### src/rtl/tmds_lane_pkg.sv
package tmds_lane_pkg;

  localparam int BYTE_W = 8;
  localparam int SYM_W  = 10;

  // blanking symbols, indexed by the two control bits
  localparam logic [SYM_W-1:0] CTL_SYM [4] = '{10'h354, 10'h0AB, 10'h154, 10'h2AB};

  typedef struct packed {
    logic              de;
    logic [1:0]        ctl;
    logic [BYTE_W-1:0] data;
  } pixel_t;

  function automatic logic [3:0] pop8(input logic [BYTE_W-1:0] v);
    logic [3:0] s;
    s = '0;
    for (int i = 0; i < BYTE_W; i++) s = s + {3'b000, v[i]};
    return s;
  endfunction

endpackage

### src/rtl/tmds_minimise.sv
// Stage one: transition reduction
module tmds_minimise
  import tmds_lane_pkg::*;
(
  input  logic [BYTE_W-1:0] din,
  output logic [BYTE_W:0]   qm
);

  logic [3:0] n1;
  logic       use_xnor;

  assign n1       = pop8(din);
  assign use_xnor = (n1 > 4'd4) || ((n1 == 4'd4) && !din[0]);

  always_comb begin
    logic acc;
    acc   = din[0];
    qm[0] = acc;
    for (int i = 1; i < BYTE_W; i++) begin
      acc   = use_xnor ? ~(acc ^ din[i]) : (acc ^ din[i]);
      qm[i] = acc;
    end
    qm[BYTE_W] = ~use_xnor;
  end

endmodule

### src/rtl/tmds_balance.sv
// Stage two: DC balance and running disparity
module tmds_balance
  import tmds_lane_pkg::*;
#(
  parameter int DISP_W = 5
) (
  input  logic             clk,
  input  logic             rst,
  input  logic             en,
  input  logic             de,
  input  logic [1:0]       ctl,
  input  logic [BYTE_W:0]  qm,
  output logic [SYM_W-1:0] sym_q
);

  localparam logic signed [DISP_W-1:0] ZERO = '0;
  localparam logic signed [DISP_W-1:0] TWO  = DISP_W'(2);
  localparam logic signed [DISP_W-1:0] LIM  = DISP_W'(BYTE_W);

  logic signed [DISP_W-1:0] disp_q, nxt_disp, n1s, bal;
  logic        [SYM_W-1:0]  nxt_sym;
  logic                     q8;

  assign q8  = qm[BYTE_W];
  assign n1s = $signed(DISP_W'(pop8(qm[BYTE_W-1:0])));
  assign bal = (n1s + n1s) - LIM;  // ones minus zeros of the low byte

  always_comb begin
    if (!de) begin
      nxt_sym  = CTL_SYM[ctl];
      nxt_disp = ZERO;
    end else if (disp_q == ZERO || bal == ZERO) begin
      nxt_sym  = {~q8, q8, q8 ? qm[BYTE_W-1:0] : ~qm[BYTE_W-1:0]};
      nxt_disp = q8 ? disp_q + bal : disp_q - bal;
    end else if ((disp_q > ZERO) == (bal > ZERO)) begin
      nxt_sym  = {1'b1, q8, ~qm[BYTE_W-1:0]};
      nxt_disp = disp_q - bal + (q8 ? TWO : ZERO);
    end else begin
      nxt_sym  = {1'b0, q8, qm[BYTE_W-1:0]};
      nxt_disp = disp_q + bal - (q8 ? ZERO : TWO);
    end
  end

  always_ff @(posedge clk) begin
    if (rst) begin
      sym_q  <= CTL_SYM[0];
      disp_q <= ZERO;
    end else if (en) begin
      sym_q  <= nxt_sym;
      disp_q <= nxt_disp;
    end
  end

  p_disp_bound_r6: assert property (@(posedge clk) disable iff (rst)
    (disp_q <= LIM) && (disp_q >= -LIM));

  p_disp_even_r6: assert property (@(posedge clk) disable iff (rst)
    !disp_q[0]);

  p_ctl_clear_r2: assert property (@(posedge clk) disable iff (rst)
    en && !de |=> disp_q == ZERO);

  p_enc_hold_r8: assert property (@(posedge clk) disable iff (rst)
    !en |=> $stable(sym_q) && $stable(disp_q));

endmodule

### src/rtl/tmds_shift.sv
// Parallel-load serializer, LSB first
module tmds_shift #(
  parameter int W = 10
) (
  input  logic         clk,
  input  logic         rst,
  input  logic         bit_en,
  input  logic [W-1:0] sym_in,
  output logic         load,
  output logic         ser_out
);

  localparam int             CNT_W = $clog2(W);
  localparam logic [CNT_W-1:0] LAST = CNT_W'(W - 1);

  logic [W-1:0]     sh;
  logic [CNT_W-1:0] cnt;

  assign load    = bit_en && (cnt == LAST);
  assign ser_out = sh[0];

  always_ff @(posedge clk) begin
    if (rst) begin
      sh  <= '0;
      cnt <= LAST;
    end else if (bit_en) begin
      if (cnt == LAST) begin
        sh  <= sym_in;
        cnt <= '0;
      end else begin
        sh  <= {1'b0, sh[W-1:1]};
        cnt <= cnt + 1'b1;
      end
    end
  end

  p_cnt_range_r7: assert property (@(posedge clk) disable iff (rst)
    cnt <= LAST);

  p_shift_idle_r7: assert property (@(posedge clk) disable iff (rst)
    !bit_en |=> $stable(sh) && $stable(cnt));

endmodule

### src/rtl/tmds_lane.sv
module tmds_lane
  import tmds_lane_pkg::*;
#(
  parameter int DISP_W = 5
) (
  input  logic              clk,
  input  logic              rst,
  input  logic              bit_en,
  input  logic [BYTE_W-1:0] pix_data,
  input  logic              pix_de,
  input  logic [1:0]        pix_ctl,
  input  logic              pix_rep,
  output logic              pix_take,
  output logic              ser_out
);

  pixel_t             live, held, cur;
  logic               load, hold_q;
  logic [BYTE_W:0]    qm;
  logic [SYM_W-1:0]   sym;

  assign live     = {pix_de, pix_ctl, pix_data};
  // a repeat load re-encodes the stored pixel instead of sampling the ports
  assign pix_take = load && !hold_q && !rst;
  assign cur      = pix_take ? live : held;

  always_ff @(posedge clk) begin
    if (rst) begin
      hold_q <= 1'b0;
      held   <= '0;
    end else if (load) begin
      if (hold_q) begin
        hold_q <= 1'b0;
      end else begin
        hold_q <= pix_rep;
        held   <= live;
      end
    end
  end

  tmds_minimise u_min (
    .din (cur.data),
    .qm  (qm)
  );

  tmds_balance #(.DISP_W(DISP_W)) u_bal (
    .clk   (clk),
    .rst   (rst),
    .en    (load),
    .de    (cur.de),
    .ctl   (cur.ctl),
    .qm    (qm),
    .sym_q (sym)
  );

  tmds_shift #(.W(SYM_W)) u_ser (
    .clk     (clk),
    .rst     (rst),
    .bit_en  (bit_en),
    .sym_in  (sym),
    .load    (load),
    .ser_out (ser_out)
  );

endmodule

### config.mk
export PLATFORM = sky130hd
export DESIGN_NAME = tmds_lane
export DESIGN_NICKNAME = d
export VERILOG_FILES = /design/src/rtl/tmds_lane_pkg.sv /design/src/rtl/tmds_minimise.sv /design/src/rtl/tmds_balance.sv /design/src/rtl/tmds_shift.sv /design/src/rtl/tmds_lane.sv
export SDC_FILE = /design/constraint.sdc
export NUM_CORES = 1
export LEC_CHECK = 0
export BUFFER_PORTS_ARGS = -buffer_cell sky130_fd_sc_hd__buf_2
export CAP_MARGIN = 20
export CORE_MARGIN = 5
export CORE_UTILIZATION = 50
export DETAILED_ROUTE_END_ITERATION = 16
export HOLD_SLACK_MARGIN = 0.03
export PLACE_DENSITY = 0.79
export SYNTH_ARGS = -nofsm -noshare
export SYNTH_HDL_FRONTEND = slang
export SYNTH_SLANG_ARGS = --single-unit
export TNS_END_PERCENT = 30
### constraint.sdc
create_clock -name clk -period 30.1 [get_ports clk]
set_clock_uncertainty 0.2 [all_clocks]
set_input_delay 6.02 -clock clk [delete_from_list [all_inputs] [get_ports clk]]
set_output_delay 6.02 -clock clk [all_outputs]
set_load 0.05 [all_outputs]
==> results_dict.tcl, run 1 <==
set metrics [dict create \
    critical_path_s_top_delay_family "adder cells" \
    synth.largest_area_cell "dfxtp_1" \
    ys_dominant_reg_cell "dfxtp_1" \
    max_freq_mhz 64.6 \
    synth_adder_area_share_pct 13.6 \
    run_status "complete, no violations" \
    wire_per_inst_um 15.0 \
    cp_data_arrival_time_ns 15.50 \
    critical_path.startpoint "rst" \
    cts_post_setup_buffers_inserted 0 \
    async_flop_share_pct 0 \
    routed_wl_mm 6.52 \
    die_area_sq_um 7830 \
    timing.slew.headroom_pct 46.1 \
    antenna_violations_before_repair 0 \
    drive_above_1_share_pct 11.7 \
    overflow 0 \
    synth_enable_flop_cells 0 \
    timing.critical_path.required_ns 30.13 \
    routed_via_density 5.73 \
    die_width_um 88.5 \
    final.min_clock_period_ns 15.47 \
    clock_tree.buffer_depth 2 \
    cts.sinks 40 \
    synth_area_sq_um 3080 \
    clkTransAtPathRegs_ns 0.08 \
    report.final.slew_viol_count 0 \
    grt_usage_pct 18.1 \
    post_cts_resize_count 0 \
    htree_num_levels 2 \
    fp-row-count 28 \
    final_min_period_over_clock_period_pct 51.4 \
    path_max_fanout 39 \
    max-cap-violations 0 \
    timing.reg2reg.worst_path_depth 29 \
    crit_path_start_kind "primary input" \
    placement.io_buffers 16 \
    synth.net_count 395 \
    combinational_family_with_the_most_area_after_synthesis "compound AO/OA/AOI/OAI gates" \
    cp.buffers_inverters 7 \
    count_of_final_hold_check_violations 0 \
    synth_cell_types 56 \
    post-synth-top-area-fraction_pct 26.0 \
    placeableCoreArea_sq_um 5960 \
    synth-simple-area-share_pct 16.6 \
    detailedPlacementHpwl_mm 5.07 \
    syn_area_per_cell_sq_um 8.75 \
    global_route_wire_length_before_repair_mm 11.4 \
    postRouteAntennaNets 0 \
    logic_depth_of_the_worst_setup_path_including_buffers 30 \
    setup_tns_ns 0 \
    design.portCount 17 \
    max_slew.worst_pin.slew_ns 0.807 \
    clockRootBuffer "clkbuf_8" \
    setup_viol 0 \
    grt_max_degree 40 \
    critPathMaxStageDelay_ns 0.75 \
    synth-seq-area-share_pct 26.0 \
    vias 2485 \
    cts_tree "built" \
    ys_seq_elements 40 \
    synth_xor_area_share_pct 12.1 \
    cts_made_buffers 5 \
    critical_path.reg2reg.startpoint "u_ser.cnt[1]" \
    synthMostInstantiatedCell "dfxtp_1" \
    setup.worst_path.end "u_bal.sym_q[5]" \
    drc_marker_count_from_the_first_detailed_route_iteration 153 \
    drc_errors 0 \
    grt_setup_unrepaired "false" \
    clk-insertion-delay-late_ns 0.30 \
    fin_area_sq_um 3270 \
    setup.reg_to_reg.worst_slack_ns 20.14 \
    vias_in_the_first_global_route 2514 \
    synth_mux_area_share_pct 9.30 \
    routabilityCongestion 0.836 \
    syn-instance-count 352 \
    initial_utilization_pct 51.7 \
    first_pass_iters 4 \
    yosysWarningCount 0 \
    hp-class "flop to flop" \
    worst-setup-path-type "primary input to flop" \
    placedInstanceArea_sq_um 3180 \
    timing.rr.end "u_bal.sym_q[5]" \
    antenna-diode-count 0 \
    postCtsHoldBufs 0 \
    crit_path_end_kind "flop" \
    synth_compound_gate_area_share_pct 16.6 \
    area_growth_syn_to_fin_pct 6.01 \
    fin_nets 401 \
    path_common_cell "fa_1" \
    die_height_um 88.5 \
    yosys-top-cells-count "40 x dfxtp_1, 35 x nand2_1, 35 x nor2_1" \
    netlist_top_cells_area "dfxtp_1 26%, ha_1 7.7%, mux2i_1 7.5%" \
    cpMaxStageDelayCell "a311oi_4" \
]
-- registers in the layout (all words and copies together), names as in the netlist --
register / count
held: 11
u_bal.sym_q: 10
u_ser.sh: 10
u_bal.disp_q: 4
u_ser.cnt: 4
hold_q: 1
-- how the worst min path moves through the flow --
stage	from	slack (ns)	endpoint	cells past startpoint
finish	u_ser.sh[4]	0.28	u_ser.sh[3]	2
global route	u_bal.sym_q[4]	0.31	u_bal.sym_q[4]	2
CTS	u_ser.sh[8]	0.28	u_ser.sh[7]	2
detailed placement	u_ser.sh[9]	0.27	u_ser.sh[9]	2
global placement	u_bal.sym_q[8]	0.25	u_bal.sym_q[8]	1
floorplan	u_bal.sym_q[5]	0.23	u_bal.sym_q[5]	2
-- metrics by stage --
| step | util (%) | hold WS (ns) | cells | setup WS (ns) |
|---|---|---|---|---|
| 2_1_floorplan | - | 0.228 | 352 | 15.52 |
| 3_3_place_gp | 53.4 | 0.249 | 426 | 14.58 |
| 3_5_place_dp | 53.4 | 0.266 | 426 | 14.38 |
| 4_1_cts | 54.9 | 0.281 | 434 | 14.69 |
| 5_1_grt | 54.9 | 0.312 | 434 | 14.01 |
| 6_report | 54.9 | 0.278 | 434 | 14.63 |
-- worst min-delay path: cells and delay by family (launching register included) --
| family | cells | cell delay [ns] |
|---|---|---|
| compound gates | 1 | 0.07 |
| simple gates | 1 | 0.05 |
| flops | 1 | 0.31 |
-- logic make-up (layout without fill, tap and decap cells) --
logic type / Yosys count / after routing
buf+inv: 45 / 52
simple gates: 105 / 105
fa+ha+maj: 28 / 28
mux: 28 / 28
flops: 40 / 40
xor+xnor: 36 / 36
compound gates: 70 / 70
-- routing by layer --
metal | wire [um] | track usage [%]
met5 | 0 | 0
met4 | 153 | 6.18
met3 | 276 | 3.17
met2 | 3240 | 31.4
met1 | 2850 | 22.6
-- cell usage in the layout, fill, tap and decap left out, types with 2 or more instances in the layout --
master,instances
ha_1,19
nand4_1,3
o211ai_1,3
clkbuf_8,5
o22ai_1,2
a21o_1,2
a311oi_1,9
nand2b_1,2
xnor2_1,20
xnor3_1,3
a2bb2oi_1,2
o21ai_0,6
clkinv_2,2
or2_2,2
nand3_1,5
inv_1,25
mux2_2,5
nand2_1,35
and2_1,2
a211oi_1,4
inv_2,3
fa_1,9
mux2i_1,23
a31oi_1,2
or3b_1,2
buf_2,16
nand4b_1,2
nor3_1,7
o21ai_1,5
nor2_1,35
o21bai_1,6
dfxtp_1,40
a21oi_1,17
xor2_1,12
nor4_1,2
-- cell type report --
cell class / instances / area, sq um
Fill cell: 526 / 2690
Multi-Input combinational cell: 267 / 2100
Sequential cell: 40 / 801
Inverter: 28 / 105
Tap cell: 75 / 93.8
Timing Repair Buffer: 16 / 80.1
Clock buffer: 5 / 68.8
Clock inverter: 3 / 18.8
Power of run 1 is not shown: default switching activity piles up to over one toggle a cycle in this logic, so the estimate is an artifact.
==> run 2, diff against run 1 <==
PLACE_DENSITY = 0.82   (was 0.79)
clock period = 13.18 ns   (was 30.1 ns; I/O delays follow)
==> results_dict.tcl, run 2 (synthesis results as in run 1) <==
set metrics [dict create \
    run_status "complete, no violations" \
    final.min_clock_period_ns 11.77 \
    critPathMaxStageDelay_ns 0.74 \
    clock_tree.buffer_depth 2 \
    report.final.slew_viol_count 0 \
    global_route_wire_length_before_repair_mm 10.6 \
    path_max_fanout 39 \
    postCtsHoldBufs 0 \
    count_of_final_hold_check_violations 0 \
    overflow 0 \
    grt_setup_unrepaired "false" \
    fp-row-count 28 \
    layout.cells.most_common_list "40 x dfxtp_1, 35 x nor2_1, 35 x nand2_1" \
    largestRegisters "held (11), u_bal.sym_q (10), u_ser.sh (10)" \
    cts.sinks 40 \
    drc_marker_count_from_the_first_detailed_route_iteration 141 \
    wire_per_inst_um 14.2 \
    hp-class "flop to flop" \
    path_common_cell "fa_1" \
    placement.io_buffers 16 \
    postRouteAntennaNets 0 \
    grt_max_degree 40 \
    fill_cells 526 \
    largest_reg_flops 11 \
    design.portCount 17 \
    first_pass_iters 4 \
    antenna-diode-count 0 \
    placeableCoreArea_sq_um 5960 \
    die_area_sq_um 7830 \
    cp_data_arrival_time_ns 11.80 \
    drive_above_1_share_pct 11.9 \
    cpMaxStageDelayCell "a311oi_4" \
    final_min_period_over_clock_period_pct 89.3 \
    antenna_violations_before_repair 0 \
    max_freq_mhz 85.0 \
    multi_input_comb_area_sq_um 2100 \
    vias 2422 \
    drc_errors 0 \
    fin_nets 402 \
    final.hold.worst_slack_ns 0.276 \
    crit_path_end_kind "flop" \
    routed_via_density 5.57 \
    cts_tree "built" \
    cts_post_setup_buffers_inserted 0 \
    die_height_um 88.5 \
    max_slew.worst_pin.slew_ns 0.816 \
    setup_tns_ns 0 \
    timing.slew.headroom_pct 45.5 \
    die_width_um 88.5 \
    vias_in_the_first_global_route 2363 \
    largest-register "held" \
    mostFrequentLayoutCell "dfxtp_1" \
    setup_viol 0 \
    crit_path_start_kind "primary input" \
    timing.critical_path.required_ns 13.21 \
    initial_utilization_pct 51.7 \
    clockRootBuffer "clkbuf_8" \
    clk-insertion-delay-late_ns 0.30 \
    detailedPlacementHpwl_mm 4.74 \
    cts_made_buffers 5 \
    routabilityCongestion 0.804 \
    max-cap-violations 0 \
    htree_num_levels 2 \
    cp.buffers_inverters 8 \
    critical_path_s_top_delay_family "adder cells" \
    area_growth_syn_to_fin_pct 7.35 \
    worst-setup-path-type "primary input to flop" \
    grt_usage_pct 17.1 \
    routed_wl_mm 6.17 \
    clkTransAtPathRegs_ns 0.08 \
    regArea_sq_um 801 \
    post_cts_resize_count 0 \
]
run 2: layout make-up:
class	instances	share of cell area, %
clock inverters	2	1.17
well taps	75	2.84
inverters	28	3.18
flip-flops and latches	40	24.2
repair buffers	17	2.65
clock buffers	6	2.50
multi-input cells	267	63.5
run 2: worst reg2reg max path, delay by kind of cell, from the launching register on:
kind	cells	cell delay, ns
buffers and inverters	6	0.37
adders and majority gates	10	4.30
AOI/OAI and AO/OA	6	2.25
DFF	1	0.36
xor gates and xnor gates	1	0.14
muxes	1	0.50
and+or+nand+nor	5	1.38
run 2: through the flow:
stage / utilization (%) / setup slack (ns) / std cells / cell area, sq um
6_report: 55.5 / 1.41 / 435 / 3310
3_5_place_dp: 53.5 / 1.14 / 427 / 3190
4_1_cts: 55.5 / 1.44 / 435 / 3310
3_3_place_gp: 53.5 / 1.23 / 427 / 3190
2_1_floorplan: - / 1.99 / 352 / 3080
5_1_grt: 55.5 / 0.892 / 435 / 3310
run 2: path summary, 6_finish.rpt:
kind               endpoint      startpoint  cells past startpoint  slack, ns
max reg2reg  u_bal.sym_q[5]    u_ser.cnt[1]                     29       3.60
max          u_bal.sym_q[5]             rst                     31       1.41
min             u_ser.sh[2]  u_bal.sym_q[2]                      2       0.28
min reg2reg     u_ser.sh[2]  u_bal.sym_q[2]                      2       0.28
run 2: metal layers:
metal  global-route usage (%)  routed length, um  up-vias
met5                        0                  0        -
met4                     6.18                 97        0
met3                     4.28                246       11
met2                     28.8               3020       49
met1                     21.2               2800     1117
li1                         -                  -     1245
Power of run 2 is left out for the same reason.
